--- config.mk ---
export PLATFORM = sky130hd
export DESIGN_NAME = gts_ctrl
export DESIGN_NICKNAME = d
export VERILOG_FILES = /design/src/rtl/gts_pkg.sv /design/src/rtl/gts_state_fsm.sv /design/src/rtl/gts_start_gate.sv /design/src/rtl/gts_done_pulse.sv /design/src/rtl/gts_ctrl.sv
export SDC_FILE = /design/constraint.sdc
export NUM_CORES = 1
export LEC_CHECK = 0
export BUFFER_PORTS_ARGS = -buffer_cell sky130_fd_sc_hd__buf_4
export CAP_MARGIN = 20
export CORE_AREA = 2 2 39 41
export DETAILED_ROUTE_END_ITERATION = 10
export DIE_AREA = 0 0 41 43
export PLACE_DENSITY = 0.3
export SLEW_MARGIN = 20
export SYNTH_ARGS = -nofsm -noshare
export SYNTH_HDL_FRONTEND = slang
export SYNTH_SLANG_ARGS = --single-unit
--- constraint.sdc ---
create_clock -name clk -period 1.6 [get_ports clk]
set_input_delay 0.32 -clock clk [delete_from_list [all_inputs] [get_ports clk]]
set_output_delay 0.32 -clock clk [all_outputs]
set_load 0.1 [all_outputs]
--- src/rtl/gts_pkg.sv ---
package gts_pkg;

    typedef enum logic [1:0] {
        ST_RUN    = 2'd0,
        ST_DRAIN  = 2'd1,
        ST_HALTED = 2'd2
    } gts_state_t;

    typedef struct packed {
        logic stop;
        logic busy;
        logic ended;
        logic ready;
    } gts_in_t;

    function automatic gts_state_t gts_next(gts_state_t cur, gts_in_t in);
        gts_state_t nxt;
        nxt = cur;
        case (cur)
            ST_RUN: begin
                if (in.stop) nxt = in.busy ? ST_DRAIN : ST_HALTED;
            end
            ST_DRAIN: begin
                if (!in.stop) nxt = ST_RUN;
                else if (in.ended || !in.busy) nxt = ST_HALTED;
            end
            ST_HALTED: begin
                if (!in.stop) nxt = ST_RUN;
            end
            default: nxt = ST_RUN;
        endcase
        return nxt;
    endfunction

endpackage

--- src/rtl/gts_state_fsm.sv ---
module gts_state_fsm
    import gts_pkg::*;
(
    input  logic       clk,
    input  logic       rst,
    input  gts_in_t    in_bus,
    output gts_state_t state,
    output gts_state_t state_nxt
);
    assign state_nxt = gts_next(state, in_bus);

    always_ff @(posedge clk) begin
        if (rst) state <= ST_RUN;
        else     state <= state_nxt;
    end


    drain_entry_chk: assert property (@(posedge clk) disable iff (rst)
        (state == ST_RUN && in_bus.stop && in_bus.busy) |=> (state == ST_DRAIN));


    drain_hold_chk: assert property (@(posedge clk) disable iff (rst)
        (state == ST_DRAIN && in_bus.stop && in_bus.busy && !in_bus.ended)
        |=> (state == ST_DRAIN));


    resume_chk: assert property (@(posedge clk) disable iff (rst)
        (state != ST_RUN && !in_bus.stop) |=> (state == ST_RUN));
endmodule

--- src/rtl/gts_start_gate.sv ---
module gts_start_gate
    import gts_pkg::*;
(
    input  logic       clk,
    input  logic       rst,
    input  gts_state_t state,
    input  gts_in_t    in_bus,
    output logic       start_en
);
    assign start_en = (state == ST_RUN) && !in_bus.stop && in_bus.ready && !in_bus.busy;


    no_grant_when_stopping_chk: assert property (@(posedge clk) disable iff (rst)
        (state != ST_RUN) |-> !start_en);
endmodule

--- src/rtl/gts_done_pulse.sv ---
module gts_done_pulse
    import gts_pkg::*;
(
    input  logic       clk,
    input  logic       rst,
    input  gts_state_t state,
    input  gts_state_t state_nxt,
    output logic       irq
);
    always_ff @(posedge clk) begin
        if (rst) irq <= 1'b0;
        else     irq <= (state_nxt == ST_HALTED) && (state != ST_HALTED);
    end


    irq_single_chk: assert property (@(posedge clk) disable iff (rst)
        irq |=> !irq);


    irq_in_halt_chk: assert property (@(posedge clk) disable iff (rst)
        irq |-> (state == ST_HALTED));
endmodule

--- src/rtl/gts_ctrl.sv ---
module gts_ctrl
    import gts_pkg::*;
(
    input  logic clk,
    input  logic rst,
    input  logic stop_req,
    input  logic tx_busy,
    input  logic frame_done,
    input  logic coll_abort,
    input  logic frame_ready,
    output logic tx_start_en,
    output logic stop_done_irq
);
    gts_in_t    in_bus;
    gts_state_t state;
    gts_state_t state_nxt;

    assign in_bus.stop  = stop_req;
    assign in_bus.busy  = tx_busy;
    assign in_bus.ended = frame_done | coll_abort;
    assign in_bus.ready = frame_ready;

    gts_state_fsm u_fsm (
        .clk       (clk),
        .rst       (rst),
        .in_bus    (in_bus),
        .state     (state),
        .state_nxt (state_nxt)
    );

    gts_start_gate u_gate (
        .clk      (clk),
        .rst      (rst),
        .state    (state),
        .in_bus   (in_bus),
        .start_en (tx_start_en)
    );

    gts_done_pulse u_pulse (
        .clk       (clk),
        .rst       (rst),
        .state     (state),
        .state_nxt (state_nxt),
        .irq       (stop_done_irq)
    );


    drain_to_halt_chk: assert property (@(posedge clk) disable iff (rst)
        (state == ST_DRAIN && stop_req && (frame_done || coll_abort)) |=> stop_done_irq);
endmodule

# [Word-level counts from Yosys, hierarchy flattened]
# Cells that the tools add are included.
[op_classes] eq_ne=4 multipliers=0 n_div=0 n_addsub=0 bitwise=1 shift=0 magnitude_cmp=0 n_reduce_logical=8 n_mux=6
[ops] cell="2-bit two-way mux" n=5
[ops] cell="2-bit case mux with 3 select lines" n=1
[ops] cell="2-bit == test (second input constant)" n=2
[ops] cell="1-bit logical AND" n=4
[ops] cell="2-bit by 1-bit == test with 1-bit output (second input constant)" n=1
[ops] cell="1-bit zero test" n=2
[ops] cell="2-bit zero test" n=1
[ops] cell="2-bit != test (second input constant)" n=1
[ops] cell="1-bit logical OR" n=1
[ops] cell="1-bit OR" n=1
[totals] mem_count=0 register_bits=3 romBits=0 latch_bits=0 out_inout_bits=2 ramBits=0 inputBits=7 wordCells=21

# [Depth between registers and ports, before layout]
# Gate-level depths: netlist of the first run.
[logic_depth] ltp_word=7 mapped_depth=2 ltp_nobuf=2

# [Hierarchy]
# A second synthesis of the first run with hierarchy kept.
[unflattened] cells_unflattened=15 area_unflattened_um2=175.2
[by_module_without_submodules] mod="gts_state_fsm" area_each_um2=101.3 instances=1 cells_per_inst=9 seq_area_each_um2=40.0
[by_module_without_submodules] mod="gts_done_pulse" area_each_um2=48.8 instances=1 cells_per_inst=3 seq_area_each_um2=20.0
[by_module_without_submodules] mod="gts_start_gate" area_each_um2=18.8 instances=1 cells_per_inst=2 seq_area_each_um2=0.0
[by_module_without_submodules] mod="gts_ctrl" area_each_um2=6.3 instances=1 cells_per_inst=1 seq_area_each_um2=0.0

# [Worst setup path before layout of the first run]
# No wires, ideal clock.
[synth_path] path_kind="input-to-output" start="input port tx_busy" end="output port tx_start_en" required_ns=1.280 slack_ns=-0.042 t_arrival_ns=1.322 n_path_buf=0 path_stages=2 cell_sequence="nor4_1 -> and2_1"
[synth_via] elab_chain_cells=2
[synth_rtl] element="from (decl)" line_no="gts_ctrl.sv:7" text="input logic tx_busy,"
[synth_rtl] element="1-bit zero test" line_no="gts_start_gate.sv:10" text="assign start_en = (state == ST_RUN) && !in_bus.stop && in_bus.ready && !in_bus.busy;"
[synth_rtl] element="1-bit logical AND" line_no="gts_start_gate.sv:10"
[synth_rtl] element="to (decl)" line_no="gts_ctrl.sv:11" text="output logic tx_start_en,"
# Every way passes these cells.

# [Final worst setup path of the first run]
[layout_path] start="register u_fsm.state[1]" end="output port tx_start_en"
[layout_via] elab_chain_cells=4
[layout_rtl] element="from (decl)" line_no="gts_state_fsm.sv:7" text="output gts_state_t state,"
[layout_rtl] element="from (signal assigned)" line_no="gts_state_fsm.sv:14" text="else state <= state_nxt;"
[layout_rtl] element="2-bit zero test" line_no="gts_start_gate.sv:10"
[layout_rtl] element="1-bit logical AND (3 in series)" line_no="gts_start_gate.sv:10"
# Every way passes these cells.

==> results of run 1 <==
==> critical path, cell delays in order, from the launching register on <==
cell and delay [ns]:
dfxtp_1 0.33, nor4_1 0.23, and2_2 0.18, buf_6 0.22
==> per-stage QoR <==
step | utilization, % | instances | hold WS, ns | cell area [um^2] | power, mW
4_1_cts | 17.5 | 42 | 0.271 | 241 | 0.265
6_report | 17.7 | 42 | 0.273 | 245 | 0.265
2_1_floorplan | - | 14 | 0.411 | 135 | 0.107
3_5_place_dp | 15.6 | 38 | 0.516 | 215 | 0.125
3_3_place_gp | 15.6 | 38 | 0.517 | 215 | 0.125
5_1_grt | 17.7 | 42 | 0.280 | 245 | 0.276
==> cell type report <==
cell class	instances	area [um^2]
Fill cell	154	1140
Multi-Input combinational cell	10	71.3
Timing Repair Buffer	8	63.8
Sequential cell	3	60.1
Clock buffer	4	26.3
Tap cell	16	20.0
Inverter	1	3.75
==> cells in the mapped netlist <==
library cell / n / share of area (%)
a21oi_1: 1 / 3.7
and2_1: 1 / 4.7
dfxtp_1: 3 / 45
inv_1: 1 / 2.8
nand2_1: 1 / 2.8
nor2b_1: 1 / 4.7
nor3_2: 1 / 7.5
nor4_1: 1 / 4.7
o21a_1: 1 / 5.6
o21ai_0: 1 / 3.7
o311a_2: 1 / 8.4
or3b_1: 1 / 6.5
==> sequential cells by signal, summed over array words and instances (netlist names) <==
name / flops
u_fsm.state: 2
u_pulse.irq: 1
==> routing by layer <==
layer  wire, um  vias up  global-route usage (%)
met5          0        -                       0
li1           -       74                       -
met3         98        0                    8.38
met4          0        0                    4.00
met2        113       14                    3.75
met1        159       63                    5.73
==> cells by family after synthesis <==
group           count (synthesis)
simple gates                    6
compound gates                  4
buf+inv                         1
flops                           3
==> power groups by stage <==
stage          Combinational, mW  Clock (mW)  Sequential, mW
3_5_place_dp              0.0427           0          0.0825
3_3_place_gp              0.0425           0          0.0825
6_report                  0.0434       0.140          0.0814
5_1_grt                   0.0461       0.148          0.0820
4_1_cts                   0.0427       0.141          0.0813
2_1_floorplan             0.0170           0          0.0903
==> how the worst max path moves through the flow <==
stage                             end  slack [ns]  depth (start not counted)
final                     tx_start_en        0.08                          3
after global routing      tx_start_en       0.001                          3
after CTS                 tx_start_en        0.02                          3
after detailed placement  tx_start_en        0.14                          4
after global placement    tx_start_en        0.15                          4
after floorplan           tx_start_en        0.24                          2
==> cell usage in the layout, fill, tap and decap left out, drive strengths merged <==
cell | netlist | layout
nor4 | 1 | 1
o21a | 1 | 1
o21ai | 1 | 1
and2 | 1 | 1
clkbuf | 0 | 4
inv | 1 | 1
or3b | 1 | 1
a21oi | 1 | 1
buf | 0 | 8
nand2 | 1 | 1
dfxtp | 3 | 3
nor2b | 1 | 1
o311a | 1 | 1
nor3 | 1 | 1
==> repair_timing <==
action,4_1_cts,5_1_grt
gates resized for setup,0,1
buffers inserted,0,0
endpoints found under the setup margin,0,1
==> flow_metrics.tcl, run 1 <==
set metrics [dict create \
    io_buffers 8 \
    synth_top_family_by_area "simple AND/OR/NAND/NOR gates" \
    synth_mux_area_share_pct 0 \
    setup_viol 0 \
    dieArea_mm2 0.00176 \
    power.static_leakage_nw 0.106 \
    drc 0 \
    p_clk_share_pct 52.9 \
    die_y_um 43 \
    pwr-share-comb_pct 16.4 \
    cts_tree "yes" \
    synth_xor_area_share_pct 0 \
    first_pass_iters 4 \
    layout-drive-gt1-share_pct 53.8 \
    synthAdderAreaFrac_pct 0 \
    io_pins 9 \
    wl_per_cell_um 8.83 \
    relSlewSlack_pct 81.6 \
    grt_max_degree 5 \
    drv_cap 0 \
    required_ns 1.28 \
    gp_congestion 0.615 \
    ys_seq_elements 3 \
    timing.final.crit_share_pct 95.1 \
    clock_skew_ns 0.00833 \
    end_kind "output port" \
    power_frac_seq_pct 30.7 \
    worst_pin_slew_ns 0.279 \
    cp-startpoint "u_fsm.state[1]$_SDFF_PP0_" \
    dp_hpwl_um 258 \
    internal_power_uw 191 \
    ys_seq_area_share_pct 44.9 \
    preCtsSetupSlack_ns 0.136 \
    vias 151 \
    syn_area_um2 134 \
    syn_nets 21 \
    ys_warn_count 0 \
    drt_iter0_drc 7 \
    power_density_mw_per_mm2 1080 \
    rows 14 \
    switching_share_pct 27.9 \
    hold_viol 0 \
    hold_path_class "in -> reg" \
    nNetsFinal 34 \
    syn_area_per_cell_um2 9.56 \
    holdPathEnd "u_pulse.irq$_SDFF_PP0_" \
    p_switching_uw 73.9 \
    min_period_ns 1.52 \
    vdd_drop_max_mv 0.497 \
    grt_first_pass_wirelength_um 510 \
    grt_pass1_vias 129 \
    cts_hold_buffers 0 \
    reg2reg_from "u_fsm.state[1]$_SDFF_PP0_" \
    r2r-end "u_fsm.state[0]$_SDFF_PP0_" \
    synth-simple-area-share_pct 30.8 \
    clk_pin_slew_worst_paths_ns 0.04 \
    setup_tns_ns 0 \
    max_freq_mhz 657 \
    grt_usage_pct 5.21 \
    netlist_instances 14 \
    arrival_ns 1.20 \
    grt-ovfl-total 0 \
    n_antenna_cell 0 \
    min_delay_path_depth 2 \
    worstSetupStartpointType "flip-flop" \
    cts-root-buf "clkbuf_4" \
    rsz0062_at_grt "no" \
    r2r_setup_slack_ns 0.67 \
    ant_nets 0 \
    clock_latency_ns 0.24 \
    setup_ws_ns 0.0781 \
    criticalPathCategory "reg -> out" \
    h-tree-depth 1 \
    antenna_found_initial 0 \
    vias_per_cell 3.60 \
    synth.distinct_cells 12 \
    cts_buffer_depth 2 \
    syn_to_final_growth_pct 83.2 \
    cts_sinks 3 \
    wl_um 371 \
    synth_compound_area_share_pct 21.5 \
    hp-start "tx_busy" \
    die_w_um 41 \
    outcome "completed" \
    numCtsBuffers 3 \
    path_max_fanout 4 \
    finalMaxSlewViolations 0 \
    r2r_cells 2 \
    coreArea_mm2 0.00138 \
    start_util_pct 9.67 \
]
Power figures use the tool's default switching activity.
==> run 2, diff against run 1 <==
Settings changed: CELL_PAD_IN_SITES_DETAIL_PLACEMENT set to 0, CELL_PAD_IN_SITES_GLOBAL_PLACEMENT set to 2, GPL_TIMING_DRIVEN set to 1, PLACE_DENSITY 0.3 to 0.4.
==> run 2 against run 1 <==
  * Clock power down 8%
  * Register-to-register slack about the same
  * Worst setup slack gained 0.034 ns
  * Die area did not move
  * Sequential share of layout area decreased by 0.96 points
  * Clock-buffer cell count is the same
  * Critical path depth unchanged
  * Global-route usage decreased by 0.60 points
  * Combinational power up 4%
  * Utilization grew 0.72 points
  * Hold slack gained 0.023 ns
  * Critical endpoint unchanged
  * Largest cell class unchanged
  * Largest power group unchanged
==> flow_metrics.tcl, run 2 (same netlist as run 1, synthesis figures left out) <==
set metrics [dict create \
    drc 0 \
    io_buffers 8 \
    setup_viol 0 \
    cts-root-buf "clkbuf_4" \
    min_delay_path_depth 2 \
    largest_register_ffs 2 \
    clock_skew_ns 0.0000508 \
    worst_pin_slew_ns 0.278 \
    fin_area_um2 255 \
    finalMaxSlewViolations 0 \
    power.static_leakage_nw 0.108 \
    gp_congestion 0.628 \
    coreArea_mm2 0.00138 \
    h-tree-depth 1 \
    hold_viol 0 \
    first_pass_iters 3 \
    setup_tns_ns 0 \
    grt_pass1_vias 144 \
    syn_to_final_growth_pct 90.7 \
    io_pins 9 \
    path_max_fanout 4 \
    die_w_um 41 \
    ant_nets 0 \
    vias 137 \
    criticalPathCategory "reg -> out" \
    fin_cells 42 \
    n_antenna_cell 0 \
    arrival_ns 1.17 \
    placedCellCount 38 \
    rows 14 \
    cts_buffer_depth 2 \
    placed_cell_area_um2 215 \
    cts_tree "yes" \
    worstSetupStartpointType "flip-flop" \
    power_density_mw_per_mm2 1000 \
    r2r-end "u_pulse.irq$_SDFF_PP0_" \
    clk_pin_slew_worst_paths_ns 0.03 \
    reg2reg_from "u_fsm.state[1]$_SDFF_PP0_" \
    grt-ovfl-total 0 \
    vdd_drop_max_mv 0.268 \
    relSlewSlack_pct 81.6 \
    grt_max_degree 5 \
    cts_sinks 3 \
    rsz0062_at_grt "no" \
    layout-drive-gt1-share_pct 57.7 \
    hold_path_class "in -> reg" \
    drt_iter0_drc 3 \
    holdPathEnd "u_pulse.irq$_SDFF_PP0_" \
    required_ns 1.28 \
    hp-start "tx_busy" \
    wl_per_cell_um 7.19 \
    cts_hold_buffers 0 \
    antenna_found_initial 0 \
    outcome "completed" \
    die_y_um 43 \
    timing.final.crit_share_pct 93.0 \
    end_kind "output port" \
    numCtsBuffers 3 \
    final_cell_mix "7 x buf_4, 3 x clkbuf_4, 3 x dfxtp_1" \
    r2r_setup_slack_ns 0.68 \
    r2r_cells 2 \
    min_period_ns 1.49 \
    grt_first_pass_wirelength_um 483 \
    nNetsFinal 34 \
    postCtsSetupBuffers 0 \
    start_util_pct 9.67 \
    drv_cap 0 \
    wl_um 302 \
    nFillCells 166 \
    top_register "u_fsm.state" \
    clock_latency_ns 0.23 \
    max_freq_mhz 672 \
    final_common_cell "buf_4" \
    vias_per_cell 3.26 \
    dieArea_mm2 0.00176 \
    grt_usage_pct 4.61 \
    top_regs "u_fsm.state x2, u_pulse.irq x1" \
]
[run 2: cell counts in the layout (fill, tap and decap cells not counted)]
No cell type changed its count.
[run 2: power by group]
| group | switching, mW | leakage (nW) | internal, mW |
|---|---|---|---|
| sequential | 0.00273 | 0.0246 | 0.0789 |
| clock | 0.0353 | 0.0150 | 0.0932 |
| combinational | 0.0253 | 0.0687 | 0.0199 |
[run 2: cell type report]
class | count | area, um^2 | area share (%)
timing repair buffer | 8 | 67.6 | 26.5
multi-input combinational | 10 | 77.6 | 30.4
tap | 16 | 20.0 | 7.84
sequential | 3 | 60.1 | 23.5
inverter | 1 | 3.75 | 1.47
clock buffer | 4 | 26.3 | 10.3
[run 2: worst max-delay path, stage by stage, from the launching register on]
cell and delay [ns]:
dfxtp_1 0.32, nor4_2 0.23, and2_2 0.19, buf_8 0.19
[run 2: repair_timing]
action / 4_1_cts / 5_1_grt
gates cloned: 0 / 0
setup endpoints to repair: 1 / 1
gates resized for setup: 1 / 2
[run 2: routing by layer]
layer  part of all wire [%]  track usage (%)
met1                     44             4.79
met2                     40             5.00
met3                     15             6.28
met4                      0             2.00
met5                      0                0
[run 2: through the flow]
stage	utilization, %	hold slack [ns]	setup slack, ns	total power [mW]
floorplan	-	0.411	0.242	0.107
global placement	15.6	0.530	0.110	0.126
detailed placement	15.6	0.502	0.0988	0.125
CTS	17.7	0.283	0.0368	0.262
global route	18.4	0.298	0.0608	0.271
finish	18.4	0.296	0.112	0.255
[run 2: worst max-delay path by stage]
stage,start,end,slack (ns),depth (start not counted)
2_1_floorplan,tx_busy,tx_start_en,0.24,2
3_3_place_gp,tx_busy,tx_start_en,0.11,4
3_5_place_dp,tx_busy,tx_start_en,0.1,4
4_1_cts,u_fsm.state[1]$_SDFF_PP0_,tx_start_en,0.04,3
5_1_grt,u_fsm.state[1]$_SDFF_PP0_,tx_start_en,0.06,3
6_report,u_fsm.state[1]$_SDFF_PP0_,tx_start_en,0.11,3
==> run 3, diff against run 2 <==
Clock period 1.6 ns to 1.81 ns, I/O delays scaled along.
==> run 3 against run 2 <==
  * Critical path depth stayed put
  * Hold slack better by 0.035 ns
  * Clock-buffer cell count unchanged
  * Worst setup slack improved by 0.071 ns
  * Power is 10% lower
  * Sequential power decreased by 12%
  * Cell area decreased by 5.9%
  * Cell count unchanged
  * Die area unchanged
  * Routed wire length grew 14%
  * Critical endpoint unchanged
==> flow_metrics.tcl, run 3 (same netlist as run 1, synthesis figures left out) <==
set metrics [dict create \
    switching_share_pct 26.7 \
    crit_chain "nor4_1 -> and2_1 -> buf_4" \
    final_util_pct 17.4 \
    max_freq_mhz 615 \
    first_pass_iters 2 \
    start_util_pct 9.67 \
    top_register "u_fsm.state" \
    finalMaxSlewViolations 0 \
    drv_cap 0 \
    setup_viol 0 \
    holdPathEnd "u_pulse.irq$_SDFF_PP0_" \
    die_w_um 41 \
    timing.final.crit_share_pct 89.9 \
    rows 14 \
    placedCellCount 38 \
    final_common_cell "buf_4" \
    hold_path_class "in -> reg" \
    wl_um 345 \
    drc 0 \
    reg2reg_from "u_fsm.state[1]$_SDFF_PP0_" \
    cts_buffer_depth 2 \
    setup_tns_ns 0 \
    pwr-share-comb_pct 16.3 \
    gp_congestion 0.621 \
    required_ns 1.45 \
    rsz0062_at_grt "no" \
    regArea_um2 60.1 \
    min_period_ns 1.63 \
    multi_input_area_um2 70.1 \
    end_kind "output port" \
    vias 146 \
    die_y_um 43 \
    layout-drive-gt1-share_pct 50.0 \
    outcome "completed" \
    crit_buf_inv 1 \
    max_stage_delay_ns 0.32 \
    setup_ws_ns 0.183 \
    grt_max_degree 5 \
    cpMaxStageDelayCell "dfxtp_1" \
    h-tree-depth 1 \
    grt-ovfl-total 0 \
    n_antenna_cell 0 \
    r2r-end "u_pulse.irq$_SDFF_PP0_" \
    p_clk_share_pct 52.3 \
    internal_power_uw 168 \
    clk_pin_slew_worst_paths_ns 0.04 \
    cts_tree "yes" \
    grt_usage_pct 5.61 \
    io_buffers 8 \
    power.static_leakage_nw 0.105 \
    top_regs "u_fsm.state x2, u_pulse.irq x1" \
    relSlewSlack_pct 81.6 \
    nNetsFinal 34 \
    grt_first_pass_wirelength_um 607 \
    drt_iter0_drc 1 \
    hp-start "tx_busy" \
    cts_resized 0 \
    ant_nets 0 \
    arrival_ns 1.27 \
    power_density_mw_per_mm2 954 \
    fin_cells 42 \
    preCtsSetupSlack_ns 0.246 \
    cts_hold_buffers 0 \
    path_delay_family "simple AND/OR/NAND/NOR gates" \
    coreArea_mm2 0.00138 \
    path_max_fanout 4 \
    largest_register_ffs 2 \
    numCtsBuffers 3 \
    p_switching_uw 61.1 \
    nFillCells 163 \
    r2r_setup_slack_ns 0.85 \
    vdd_drop_max_mv 0.175 \
    power_frac_seq_pct 31.4 \
    vias_per_cell 3.48 \
    antenna_found_initial 0 \
    min_delay_path_depth 2 \
    worstSetupStartpointType "flip-flop" \
    worst_pin_slew_ns 0.278 \
    grt_pass1_vias 180 \
    syn_to_final_growth_pct 79.4 \
    r2r_cells 2 \
    final_cell_mix "8 x buf_4, 3 x clkbuf_4, 3 x dfxtp_1" \
    cp_num_cells 3 \
    postCtsSetupBuffers 0 \
    criticalPathCategory "reg -> out" \
    hold_viol 0 \
    io_pins 9 \
    clock_latency_ns 0.23 \
    wl_per_cell_um 8.21 \
    cts-root-buf "clkbuf_4" \
    cts_sinks 3 \
    clock_skew_ns 0.00328 \
    dieArea_mm2 0.00176 \
]
[run 3: area by class of cell]
| type | instances | area share (%) |
|---|---|---|
| multi-input combinational | 10 | 29.2 |
| sequential | 3 | 25.0 |
| timing repair buffer | 8 | 25.0 |
| clock buffer | 4 | 10.9 |
| tap | 16 | 8.33 |
| inverter | 1 | 1.56 |
[run 3: per-layer routing]
metal  global-route usage (%)  up-vias  share of wire [%]
met1                     4.15       69                 29
met3                     1.57        0                3.5
met2                     8.75        2                 67
met5                        0        -                  0
li1                         -       75                  -
met4                     8.00        0                  0
[run 3: worst max path at each step]
stage | endpoint | start
floorplan | tx_start_en | tx_busy
global placement | tx_start_en | tx_busy
detailed placement | tx_start_en | tx_busy
CTS | tx_start_en | u_fsm.state[1]$_SDFF_PP0_
global route | tx_start_en | u_fsm.state[1]$_SDFF_PP0_
finish | tx_start_en | u_fsm.state[1]$_SDFF_PP0_
[run 3: power groups by stage]
stage / combinational (mW) / clock [mW] / sequential [mW]
global placement: 0.0379 / 0 / 0.0732
CTS: 0.0377 / 0.126 / 0.0720
floorplan: 0.0148 / 0 / 0.0798
finish: 0.0372 / 0.120 / 0.0719
detailed placement: 0.0376 / 0 / 0.0731
global route: 0.0397 / 0.132 / 0.0728
[run 3: through the flow]
step | hold WS, ns | area [um^2] | power (mW)
floorplan | 0.453 | 134 | 0.0946
global placement | 0.552 | 214 | 0.111
global route | 0.323 | 240 | 0.244
CTS | 0.326 | 240 | 0.235
finish | 0.330 | 240 | 0.229
detailed placement | 0.531 | 214 | 0.111
